==> src/rtl/cmd_parity_guard.sv <==
module cmd_parity_guard #(
  parameter int ADDR_W = 22,
  parameter int STACKS = 2
) (
  input  logic              clk,
  input  logic              rst_n,
  input  logic [ADDR_W:0]   cmd_bus,
  input  logic [STACKS-1:0] acc_req,
  input  logic [STACKS-1:0] acc_done,
  output logic [STACKS-1:0] acc_start,
  input  logic              ref_req,
  output logic              ref_start,
  output logic              err_n,
  output logic              locked,
  output logic              drained
);

  logic              par_bad;
  logic              fault_q;
  logic              err_n_q;
  logic [STACKS-1:0] active_q;

  assign par_bad = ~(^cmd_bus);

  always_ff @(posedge clk) begin
    if (!rst_n) begin
      fault_q <= 1'b0;
      err_n_q <= 1'b1;
    end else if (par_bad) begin
      fault_q <= 1'b1;
      err_n_q <= 1'b0;
    end
  end

  assign acc_start = acc_req & ~active_q & {STACKS{~(fault_q | par_bad)}};

  for (genvar s = 0; s < STACKS; s++) begin : g_stack
    always_ff @(posedge clk) begin
      if (!rst_n)             active_q[s] <= 1'b0;
      else if (acc_start[s])  active_q[s] <= 1'b1;
      else if (acc_done[s])   active_q[s] <= 1'b0;
    end
  end

  assign ref_start = ref_req;
  assign err_n     = err_n_q;
  assign locked    = fault_q;
  assign drained   = fault_q & ~(|active_q);

endmodule

==> config.mk <==
export PLATFORM = sky130hd
export DESIGN_NAME = cmd_parity_guard
export DESIGN_NICKNAME = d
export VERILOG_FILES = /design/src/rtl/cmd_parity_guard.sv
export SDC_FILE = /design/constraint.sdc
export NUM_CORES = 1
export LEC_CHECK = 0
export BUFFER_PORTS_ARGS = -buffer_cell sky130_fd_sc_hd__buf_4
export CAP_MARGIN = 20
export CORE_AREA = 4 4 41 43
export DETAILED_ROUTE_END_ITERATION = 8
export DIE_AREA = 0 0 45 47
export PLACE_DENSITY_LB_ADDON = 0.08
export SLEW_MARGIN = 30
export SYNTH_ARGS = -nofsm -noshare
export SYNTH_HDL_FRONTEND = slang
export SYNTH_SLANG_ARGS = --single-unit
export TNS_END_PERCENT = 5
==> constraint.sdc <==
create_clock -name clk -period 4.45 [get_ports clk]
set_input_delay 0.89 -clock clk [delete_from_list [all_inputs] [get_ports clk]]
set_output_delay 0.89 -clock clk [all_outputs]
set_load 0.02 [all_outputs]
==> flow_metrics.tcl <==
set metrics [dict create \
    detail-route-antenna-nets 0 \
    worst-setup-path-type "in2out" \
    worstMarginPinSlew_ns 0.189 \
    drt_iter0_drc 0 \
    htreeDepth 1 \
    rr_endpoint "active_q[0]" \
    final_area_um2 651 \
    postSynthCellCount 39 \
    cp_cell_sequence "buf_4 > xnor2_1 > xnor2_1 > xnor2_1 > xnor3_2 > nor3_1 > buf_4" \
    grt_pass1_vias 362 \
    netlist.area_leader.share 0.380 \
    finalCriticalPeriod_ns 3.23 \
    holdPathEnd "err_n" \
    maxCapViolations 0 \
    cts_buffer_depth 2 \
    grt_pass1_wl_um 1330 \
    initial_core_util 0.284 \
    numCtsBuffers 3 \
    drt_pass1_iterations 1 \
    drive_gt1_frac 0.500 \
    ys_ff_latch 4 \
    cts_root_buffer "clkbuf_4" \
    drv_slew 0 \
    finalSetupTns_ns 0 \
    antenna_found_initial 0 \
    yosysTopAreaCell "xnor2_1" \
    mostFrequentLayoutCells "buf_4 (33), xnor2_1 (16), xor2_1 (4), dfxtp_1 (4)" \
    vias_per_cell 4.21 \
    wire_per_inst_um 9.79 \
    grt_usage 0.0880 \
    diodes 0 \
    syn_avg_cell_area_um2 9.46 \
    fin_nets 106 \
    worstHoldStart "err_n" \
    netlist-cell-type-count 13 \
    clk_pin_slew_ns 0.04 \
    utilization 0.500 \
    crit_path_start "cmd_bus[22]" \
    crit_family "XOR/XNOR gates" \
    max_stage_delay_ns 0.49 \
    timing.critical_path.buf_inv 2 \
    min_path_type "reg2reg" \
    dr_total_vias 375 \
    timing.final.crit_share 0.726 \
    peakVddDrop_uv 246 \
    r2r_start "locked" \
    io_buffers 33 \
    syn-cell-area_um2 369 \
    row_count 13 \
    ys_seq_area_frac 0.217 \
    post-cts-setup-buffer-count 0 \
    grt_max_degree 7 \
    syn2layout_area_growth_pct 76.3 \
    power_density_nw_per_um2 446 \
    clk_latency_ns 0.23 \
    dp_hpwl_um 789 \
    coreArea_um2 1300 \
    leakagePower_nw 0.302 \
    worst-endpoint-required_ns 3.56 \
    n_fill_cell 147 \
    cp-start-kind "input pin" \
    slew_headroom 0.873 \
    cp_common_cell "xnor2_1" \
    crit_fanout 6 \
    final_common_cell "buf_4" \
    cts_tree "built" \
    reg2regPathDepth 2 \
    status "completed" \
    wirelength_um 871 \
    fin_skew_ns 0.000847 \
    overflow 0 \
    slowest_stage "xnor3_2" \
    dieArea_um2 2120 \
    synthesis.nets 69 \
    num_io_pins 36 \
    die-height_um 47 \
    r2r_slack_ns 3.66 \
    place_congestion 0.627 \
    cp.arrival_ns 2.34 \
    die_width_um 45 \
    holdPathStages 2 \
    end_kind "output pin" \
    ys_warn_count 0 \
    fmax_ghz 0.310 \
    holdBufCountCts 0 \
    setup_viol 0 \
    hold_violations 0 \
    post_cts_resized 0 \
    clock_sinks 4 \
    synth_area_leaders "xnor2_1 (38%), dfxtp_1 (22%), xor2_1 (9.5%)" \
    place_area_um2 628 \
    drc 0 \
    rsz0062_at_grt "no" \
]
logic make-up after synthesis:
kind of cell | share of synthesized area
buffers and inverters | 0.0305
xor gates and xnor gates | 0.539
and+or+nand+nor | 0.139
AOI/OAI and AO/OA | 0.0746
DFF | 0.217
per-stage QoR:
stage / power (mW) / instances / hold WS (ns) / setup slack [ns]
after CTS: 0.295 / 89 / 0.482 / 1.19
after global routing: 0.309 / 89 / 0.526 / 1.08
after global placement: 0.250 / 86 / 0.490 / 1.23
after floorplan: 0.181 / 39 / 0.469 / 1.23
final: 0.290 / 89 / 0.479 / 1.22
after detailed placement: 0.249 / 86 / 0.466 / 1.20
layer usage:
metal	part of all wire	GRT usage
met5	0	0
met4	0	0.0175
met3	0.15	0.0498
met2	0.52	0.150
met1	0.33	0.0963
flip-flops by register name, summed over array words and instances, names as in the netlist:
signal    count
locked        1
active_q      2
err_n         1
layout make-up:
class                           count  area [µm²]  area share
Clock buffer                        3        22.5      0.0346
Inverter                            1        3.75     0.00577
Multi-Input combinational cell     33         278       0.427
Sequential cell                     4        80.1       0.123
Tap cell                           15        18.8      0.0288
Timing Repair Buffer               33         248       0.381
worst max path at each step:
stage / to / slack [ns] / depth (start not counted)
6_report: acc_start[0] / 1.22 / 7
5_1_grt: acc_start[0] / 1.08 / 7
4_1_cts: acc_start[0] / 1.19 / 7
3_5_place_dp: acc_start[0] / 1.20 / 7
3_3_place_gp: acc_start[0] / 1.23 / 7
2_1_floorplan: acc_start[0] / 1.23 / 5
power breakdown:
| group | internal [mW] | switching (mW) | total (mW) |
|---|---|---|---|
| clock | 0.0301 | 0.0141 | 0.0442 |
| combinational | 0.0984 | 0.0833 | 0.182 |
| sequential | 0.0518 | 0.0123 | 0.0641 |
worst reg2reg max path, stage by stage (launching register included):
cell      delay [ns]
dfxtp_1         0.34
nand2b_1        0.17
o31ai_1         0.19
synthesized netlist by cell type:
| cell | n |
|---|---|
| o31ai_1 | 2 |
| xnor2_1 | 16 |
| o21ai_0 | 1 |
| xor2_1 | 4 |
| nand2b_1 | 3 |
| nor3b_1 | 1 |
| dfxtp_1 | 4 |
| nor3_1 | 2 |
| o21a_1 | 1 |
| xnor3_2 | 1 |
| nand3b_1 | 2 |
| buf_4 | 1 |
| inv_1 | 1 |
Power figures use the tool's default switching activity.
